==> src/rtl/rdskew_pkg.sv <==
package rdskew_pkg;

   typedef enum logic [2:0] {
      ST_IDLE,
      ST_EVAL,
      ST_READ,
      ST_WRITE,
      ST_NEXT,
      ST_FIN
   } rdskew_state_e;

   typedef enum logic {
      PH_LEFT,
      PH_RIGHT
   } rdskew_phase_e;

endpackage

==> src/rtl/rdskew_lane_stats.sv <==
module rdskew_lane_stats #(
   parameter int LANE_BITS = 8,
   parameter int TAP_W     = 6
)(
   input  logic [LANE_BITS*TAP_W-1:0] lane_start,
   input  logic [LANE_BITS*TAP_W-1:0] lane_end,
   output logic [TAP_W-1:0]           max_start,
   output logic [TAP_W-1:0]           min_end,
   output logic [TAP_W-1:0]           win
);

   logic [TAP_W-1:0] mx [LANE_BITS];
   logic [TAP_W-1:0] mn [LANE_BITS];

   for (genvar b = 0; b < LANE_BITS; b++) begin : g_chain
      logic [TAP_W-1:0] s_b;
      logic [TAP_W-1:0] e_b;
      assign s_b = lane_start[b*TAP_W +: TAP_W];
      assign e_b = lane_end[b*TAP_W +: TAP_W];
      if (b == 0) begin : g_first
         assign mx[b] = s_b;
         assign mn[b] = e_b;
      end else begin : g_rest
         assign mx[b] = (s_b > mx[b-1]) ? s_b : mx[b-1];
         assign mn[b] = (e_b < mn[b-1]) ? e_b : mn[b-1];
      end
   end

   assign max_start = mx[LANE_BITS-1];
   assign min_end   = mn[LANE_BITS-1];
   assign win       = min_end - max_start + TAP_W'(1);

endmodule

==> src/rtl/rdskew_step.sv <==
module rdskew_step #(
   parameter int DSK_W    = 5,
   parameter int STEP     = 10,
   parameter int DSK_CAP  = 31,
   parameter bit SATURATE = 1'b1
)(
   input  logic [DSK_W-1:0] cur,
   output logic [DSK_W-1:0] nxt
);

   if (SATURATE) begin : g_sat
      localparam logic [DSK_W:0] STEP_X = (DSK_W+1)'(STEP);
      localparam logic [DSK_W:0] CAP_X  = (DSK_W+1)'(DSK_CAP);
      logic [DSK_W:0] sum;
      assign sum = {1'b0, cur} + STEP_X;
      assign nxt = (sum > CAP_X) ? CAP_X[DSK_W-1:0] : sum[DSK_W-1:0];
   end else begin : g_wrap
      assign nxt = cur + DSK_W'(STEP);
   end

endmodule

==> src/rtl/read_deskew_aligner.sv <==
module read_deskew_aligner
   import rdskew_pkg::*;
#(
   parameter int NUM_LANES   = 4,
   parameter int LANE_BITS   = 8,
   parameter int TAP_W       = 6,
   parameter int DSK_W       = 5,
   parameter int LEFT_LIMIT  = 1,
   parameter int RIGHT_LIMIT = 30,
   parameter int STEP        = 10,
   parameter int DSK_CAP     = 31,
   parameter int RIGHT_POS_A = 4,
   parameter int RIGHT_POS_B = 5,
   parameter int PAD_W       = $clog2(LANE_BITS),
   parameter logic [NUM_LANES*LANE_BITS*PAD_W-1:0] PAD_MAP = {4{24'h053977}},
   localparam int ADDR_W     = $clog2(NUM_LANES*LANE_BITS)
)(
   input  logic                             clk,
   input  logic                             rst_n,
   input  logic                             start,
   input  logic [NUM_LANES-1:0]             lock_lo,
   input  logic [NUM_LANES-1:0]             lock_hi,
   input  logic [NUM_LANES*LANE_BITS*TAP_W-1:0] start_taps,
   input  logic [NUM_LANES*LANE_BITS*TAP_W-1:0] end_taps,
   output logic                             reg_rd_en,
   output logic                             reg_wr_en,
   output logic [ADDR_W-1:0]                reg_addr,
   output logic [DSK_W-1:0]                 reg_wdata,
   input  logic [DSK_W-1:0]                 reg_rdata,
   output logic                             busy,
   output logic                             done,
   output logic                             fail,
   output logic [NUM_LANES*TAP_W-1:0]       win_size
);

   localparam int LANE_W  = (NUM_LANES > 1) ? $clog2(NUM_LANES) : 1;
   localparam int IDX_W   = PAD_W;
   localparam int SLICE_W = LANE_BITS*TAP_W;
   localparam logic [TAP_W-1:0]  LEFT_T    = TAP_W'(LEFT_LIMIT);
   localparam logic [TAP_W-1:0]  RIGHT_T   = TAP_W'(RIGHT_LIMIT);
   localparam logic [LANE_W-1:0] LAST_LANE = LANE_W'(NUM_LANES-1);
   localparam logic [IDX_W-1:0]  LAST_IDX  = IDX_W'(LANE_BITS-1);
   localparam logic [DSK_W:0]    STEP_X    = (DSK_W+1)'(STEP);
   localparam logic [DSK_W-1:0]  CAP_V     = DSK_W'(DSK_CAP);

   // elaboration-time parameter checks
   if (LANE_BITS < 2 || RIGHT_POS_A >= LANE_BITS || RIGHT_POS_B >= LANE_BITS) begin : g_bad_pos
      $error("right-edge positions must lie inside the lane");
   end
   if (DSK_CAP >= (1 << DSK_W) || STEP >= (1 << DSK_W)) begin : g_bad_dsk
      $error("cap and step must fit the deskew width");
   end
   if (LEFT_LIMIT >= (1 << TAP_W) || RIGHT_LIMIT >= (1 << TAP_W)) begin : g_bad_tap
      $error("edge limits must fit the tap width");
   end

   rdskew_state_e    state_q;
   rdskew_phase_e    phase_q;
   logic [LANE_W-1:0] lane_q;
   logic [IDX_W-1:0]  idx_q;
   logic             do_right_q;
   logic             ran_q;
   logic             fail_q;
   logic             done_q;
   logic [TAP_W-1:0] win_q [NUM_LANES];

   // selected lane statistics
   logic [SLICE_W-1:0] sel_start;
   logic [SLICE_W-1:0] sel_end;
   logic [TAP_W-1:0]   lane_max_start;
   logic [TAP_W-1:0]   lane_min_end;
   logic [TAP_W-1:0]   lane_win;
   logic               lane_locked;
   logic               need_left;
   logic               need_right;

   assign sel_start   = start_taps[int'(lane_q)*SLICE_W +: SLICE_W];
   assign sel_end     = end_taps[int'(lane_q)*SLICE_W +: SLICE_W];
   assign lane_locked = lock_lo[lane_q] & lock_hi[lane_q];

   rdskew_lane_stats #(
      .LANE_BITS (LANE_BITS),
      .TAP_W     (TAP_W)
   ) u_stats (
      .lane_start (sel_start),
      .lane_end   (sel_end),
      .max_start  (lane_max_start),
      .min_end    (lane_min_end),
      .win        (lane_win)
   );

   assign need_left  = (lane_max_start <= LEFT_T);
   assign need_right = (lane_min_end > RIGHT_T);

   // address generation
   logic [PAD_W-1:0] pad;
   always_comb begin
      if (phase_q == PH_LEFT) begin
         pad = PAD_MAP[(int'(lane_q)*LANE_BITS + int'(idx_q))*PAD_W +: PAD_W];
      end else begin
         pad = idx_q[0] ? PAD_W'(RIGHT_POS_B) : PAD_W'(RIGHT_POS_A);
      end
   end

   // update arithmetic
   logic [DSK_W-1:0] sat_next;
   logic [DSK_W-1:0] wrap_next;

   rdskew_step #(
      .DSK_W    (DSK_W),
      .STEP     (STEP),
      .DSK_CAP  (DSK_CAP),
      .SATURATE (1'b1)
   ) u_step_sat (
      .cur (reg_rdata),
      .nxt (sat_next)
   );

   rdskew_step #(
      .DSK_W    (DSK_W),
      .STEP     (STEP),
      .DSK_CAP  (DSK_CAP),
      .SATURATE (1'b0)
   ) u_step_wrap (
      .cur (reg_rdata),
      .nxt (wrap_next)
   );

   assign reg_rd_en = (state_q == ST_READ);
   assign reg_wr_en = (state_q == ST_WRITE);
   assign reg_addr  = ADDR_W'(int'(lane_q)*LANE_BITS) + ADDR_W'(pad);
   assign reg_wdata = (phase_q == PH_LEFT) ? sat_next : wrap_next;
   assign busy      = (state_q != ST_IDLE);
   assign done      = done_q;
   assign fail      = fail_q;

   for (genvar l = 0; l < NUM_LANES; l++) begin : g_win_out
      assign win_size[l*TAP_W +: TAP_W] = win_q[l];
   end

   // sequencer
   always_ff @(posedge clk or negedge rst_n) begin
      if (!rst_n) begin
         state_q    <= ST_IDLE;
         phase_q    <= PH_LEFT;
         lane_q     <= '0;
         idx_q      <= '0;
         do_right_q <= 1'b0;
         ran_q      <= 1'b0;
         fail_q     <= 1'b0;
         done_q     <= 1'b0;
         for (int l = 0; l < NUM_LANES; l++) begin
            win_q[l] <= '0;
         end
      end else begin
         done_q <= 1'b0;
         unique case (state_q)
            ST_IDLE: begin
               if (start) begin
                  fail_q <= 1'b0;
                  if (ran_q) begin
                     done_q <= 1'b1;
                  end else begin
                     ran_q   <= 1'b1;
                     lane_q  <= '0;
                     state_q <= ST_EVAL;
                  end
               end
            end
            ST_EVAL: begin
               if (!lane_locked) begin
                  fail_q  <= 1'b1;
                  state_q <= ST_FIN;
               end else begin
                  win_q[lane_q] <= lane_win;
                  do_right_q    <= need_right;
                  idx_q         <= '0;
                  if (need_left) begin
                     phase_q <= PH_LEFT;
                     state_q <= ST_READ;
                  end else if (need_right) begin
                     phase_q <= PH_RIGHT;
                     state_q <= ST_READ;
                  end else begin
                     state_q <= ST_NEXT;
                  end
               end
            end
            ST_READ: begin
               state_q <= ST_WRITE;
            end
            ST_WRITE: begin
               if (phase_q == PH_LEFT) begin
                  if (idx_q != LAST_IDX) begin
                     idx_q   <= idx_q + IDX_W'(1);
                     state_q <= ST_READ;
                  end else if (do_right_q) begin
                     phase_q <= PH_RIGHT;
                     idx_q   <= '0;
                     state_q <= ST_READ;
                  end else begin
                     state_q <= ST_NEXT;
                  end
               end else begin
                  if (!idx_q[0]) begin
                     idx_q   <= IDX_W'(1);
                     state_q <= ST_READ;
                  end else begin
                     state_q <= ST_NEXT;
                  end
               end
            end
            ST_NEXT: begin
               if (lane_q == LAST_LANE) begin
                  state_q <= ST_FIN;
               end else begin
                  lane_q  <= lane_q + LANE_W'(1);
                  state_q <= ST_EVAL;
               end
            end
            ST_FIN: begin
               done_q  <= 1'b1;
               state_q <= ST_IDLE;
            end
            default: state_q <= ST_IDLE;
         endcase
      end
   end

   // strobes never overlap
   a_r8_no_overlap: assert property (@(posedge clk) disable iff (!rst_n)
      !(reg_rd_en && reg_wr_en));

   // each write follows a read of the same address
   a_r8_write_after_read: assert property (@(posedge clk) disable iff (!rst_n)
      reg_wr_en |-> ($past(reg_rd_en) && reg_addr == $past(reg_addr)));

   // low-edge update is a capped increment of the fetched value
   a_r3_capped_step: assert property (@(posedge clk) disable iff (!rst_n)
      (reg_wr_en && phase_q == PH_LEFT) |->
         (reg_wdata <= CAP_V) &&
         (reg_wdata == CAP_V || {1'b0, reg_wdata} == {1'b0, reg_rdata} + STEP_X));

   // high-edge update wraps in the register width
   a_r4_wrapped_step: assert property (@(posedge clk) disable iff (!rst_n)
      (reg_wr_en && phase_q == PH_RIGHT) |->
         ({1'b0, reg_wdata} == (({1'b0, reg_rdata} + STEP_X) & {1'b0, {DSK_W{1'b1}}})));

   // no register traffic while idle
   a_r9_quiet_idle: assert property (@(posedge clk) disable iff (!rst_n)
      !busy |-> (!reg_rd_en && !reg_wr_en));

   // a repeated start completes in the next cycle
   a_r1_repeat_fast: assert property (@(posedge clk) disable iff (!rst_n)
      (start && !busy && ran_q) |=> (done && !busy && !fail));

   // a raised failure is followed by the done pulse
   a_r2_fail_ends: assert property (@(posedge clk) disable iff (!rst_n)
      $rose(fail) |=> (done && !busy));

endmodule

==> config.mk <==
export PLATFORM = sky130hd
export DESIGN_NAME = read_deskew_aligner
export DESIGN_NICKNAME = d
export VERILOG_FILES = /design/src/rtl/rdskew_pkg.sv /design/src/rtl/rdskew_lane_stats.sv /design/src/rtl/rdskew_step.sv /design/src/rtl/read_deskew_aligner.sv
export SDC_FILE = /design/constraint.sdc
export NUM_CORES = 1
export LEC_CHECK = 0
export ABC_AREA = 1
export ABC_CLOCK_PERIOD_IN_PS = 14300
export BUFFER_PORTS_ARGS = -buffer_cell sky130_fd_sc_hd__buf_4
export CAP_MARGIN = 20
export CORE_AREA = 2 2 171 173
export CTS_CLUSTER_SIZE = 24
export DETAILED_ROUTE_END_ITERATION = 8
export DIE_AREA = 0 0 173 175
export GPL_TIMING_DRIVEN = 1
export SYNTH_ARGS = -nofsm -noshare
export SYNTH_HDL_FRONTEND = slang
export SYNTH_HIERARCHICAL = 1
export SYNTH_SLANG_ARGS = --single-unit
==> constraint.sdc <==
create_clock -name clk -period 14.3 [get_ports clk]
set_clock_uncertainty 0.15 [all_clocks]
set_input_delay 2.86 -clock clk [delete_from_list [all_inputs] [get_ports clk]]
set_output_delay 2.86 -clock clk [all_outputs]
set_load 0.05 [all_outputs]
==> out/metrics.cfg <==
[sta]
hold_slack_ns=0.337
setup_viol=0
fmax_mhz=74.5
rsz0062_at_grt=false
period_minus_slack_ns=13.43
hold_viol_final=0
setup_slack_ns=0.871
final.period_utilization_pct=93.9
finalMaxSlewViolations=0
tightestPinTransition_ns=0.819
tns_ns=0
max-slew-margin-rel_pct=45.3

[global_route]
grt_use_total_pct=24.2
grt_pass1_vias=10598
antenna_found_initial=3
grt_max_degree=106
grt_pass1_wl_mm=58.2
overflow=0

[worst_setup_path]
slowest_delay_ns=0.40
crit_required_ns=14.31
worst_ep_arrival_time_ns=13.44
worst-setup-path-type=in -> reg
worstPathMaxFanout=12
critPathLaunchType=primary input
crit_path_frequent_cell=o21ai_0
cp_slowest_cell=fa_1
end_kind=register

[layout]
seqCellArea_um2=933
areaGrowthSynthToFinish_pct=45.2
final_util_pct=41.8
multi_input_area_um2=6500
nFillCells=3116
nets=2255
drive_gt1_share_pct=31.4

[clocking]
htreeDepth=2
clkSlewWorstSetupHoldPaths_ns=0.05
cts-root-buf=clkbuf_16
ctsHoldBuffers=0
cts_inserted_buffers=5
clock_sinks=37
clkLatencyLatePin_ns=0.28
cts_tree=built
clockBufferDepth=2

[power_and_ir_drop]
pwr_density_cell_nw_per_um2=139
p_total_mw=1.65
ir_drop_mv=0.206
p_leak_nw=6.15

[die]
die_h_um=175
start_util_pct=28.8
core_area_um2=28400
die_area_um2=30300
num_rows=62
ioPinCount=439
fp.dieW_um=173

[detailed_routing]
wire_per_inst_um=17.8
drc=0
first_pass_iters=5
wl_mm=38.4
drt_iter0_markers=800
vias_per_cell=5.10
antenna_left=0
via_count=11024

[placement]
gp_congestion=0.953
port_buffers=438
dp_hpwl_mm=32.1
preCtsSetupSlack_ns=-0.459

[yosys]
synth_nets=1879
yosysWarnings=6
syn_area_um2=8170
synthesis.instances=1399
syn_area_per_cell_um2=5.84

[worst_hold_path]
hold_class=reg -> reg

[status]
outcome=finished clean

[flow_run]
cap_viol_max_count=0

==> flip-flops by register name, summed over array words and instances (netlist names) <==
register / count
idx_q: 3
state_q: 3
lane_q: 2
done: 1
fail: 1
ran_q: 1
phase_q: 1
win_size: 24
do_right_q: 1
==> layer usage <==
layer	wire length, um	GRT usage (%)
met5	0	0
met4	1250	8.86
met3	2310	3.83
met2	19100	43.2
met1	15800	29.4
==> power by group <==
part	switching (mW)	total [mW]	leakage [nW]	internal, mW
Clock	0.0422	0.106	0.0706	0.0640
Sequential	0.0000299	0.105	0.484	0.105
Combinational	0.920	1.44	5.60	0.521
==> placed cells by master, fill, tap and decap left out, drive strengths merged <==
cell type and count:
o211ai 2, fa 1, o21bai 13, a21oi 24
o22ai 96, xor2 3, nand3 101, buf 450
clkinv 3, ha 79, o21a 2, xnor2 2
inv 109, o21ai 293, nand4 8, nor2 246
nand2 288, clkbuf 6, o31ai 2, diode 3
dfrtp 37, nor3 2, nand3b 3, a211oi 5
or2 1
==> final timing paths <==
kind	depth (start not counted)	endpoint	slack (ns)	start
max	63	win_size[23]$_DFFE_PN0P_	0.87	end_taps[107]
min	2	fail$_DFFE_PN0P_	0.34	fail$_DFFE_PN0P_
max reg2reg	64	win_size[23]$_DFFE_PN0P_	1.86	lane_q[1]$_DFFE_PN0P_
min reg2reg	2	fail$_DFFE_PN0P_	0.34	fail$_DFFE_PN0P_
max in group asynchronous	1	lane_q[1]$_DFFE_PN0P_	11.23	rst_n
min in group asynchronous	1	win_size[19]$_DFFE_PN0P_	2.38	rst_n
==> repair_timing <==
item / CTS / global route
setup endpoints to repair: 4 / 24
gates resized for setup: 1 / 24
setup buffers: 0 / 3
pin swaps: 0 / 4
==> area by class of cell <==
class | count | share of cell area [%]
Antenna cell | 3 | 0.0632
Clock buffer | 6 | 1.09
Clock inverter | 2 | 0.0843
Inverter | 110 | 3.57
Multi-Input combinational cell | 1171 | 54.7
Sequential cell | 37 | 7.86
Tap cell | 384 | 4.05
Timing Repair Buffer | 450 | 28.6
==> worst max-delay path: cells and delay by family <==
family	cells	cell delay (ns)
xor gates and xnor gates	1	0.16
AOI/OAI and AO/OA	23	4.55
adders and majority gates	10	3.01
and+or+nand+nor	21	2.10
buffers and inverters	8	0.73
==> metrics by stage <==
| step | cell area (um2) | cells |
|---|---|---|
| floorplan | 8170 | 1399 |
| global placement | 11600 | 2149 |
| detailed placement | 11600 | 2149 |
| CTS | 11800 | 2157 |
| global route | 11900 | 2163 |
| finish | 11900 | 2163 |
Note: power is estimated with default switching activity, not from simulation.
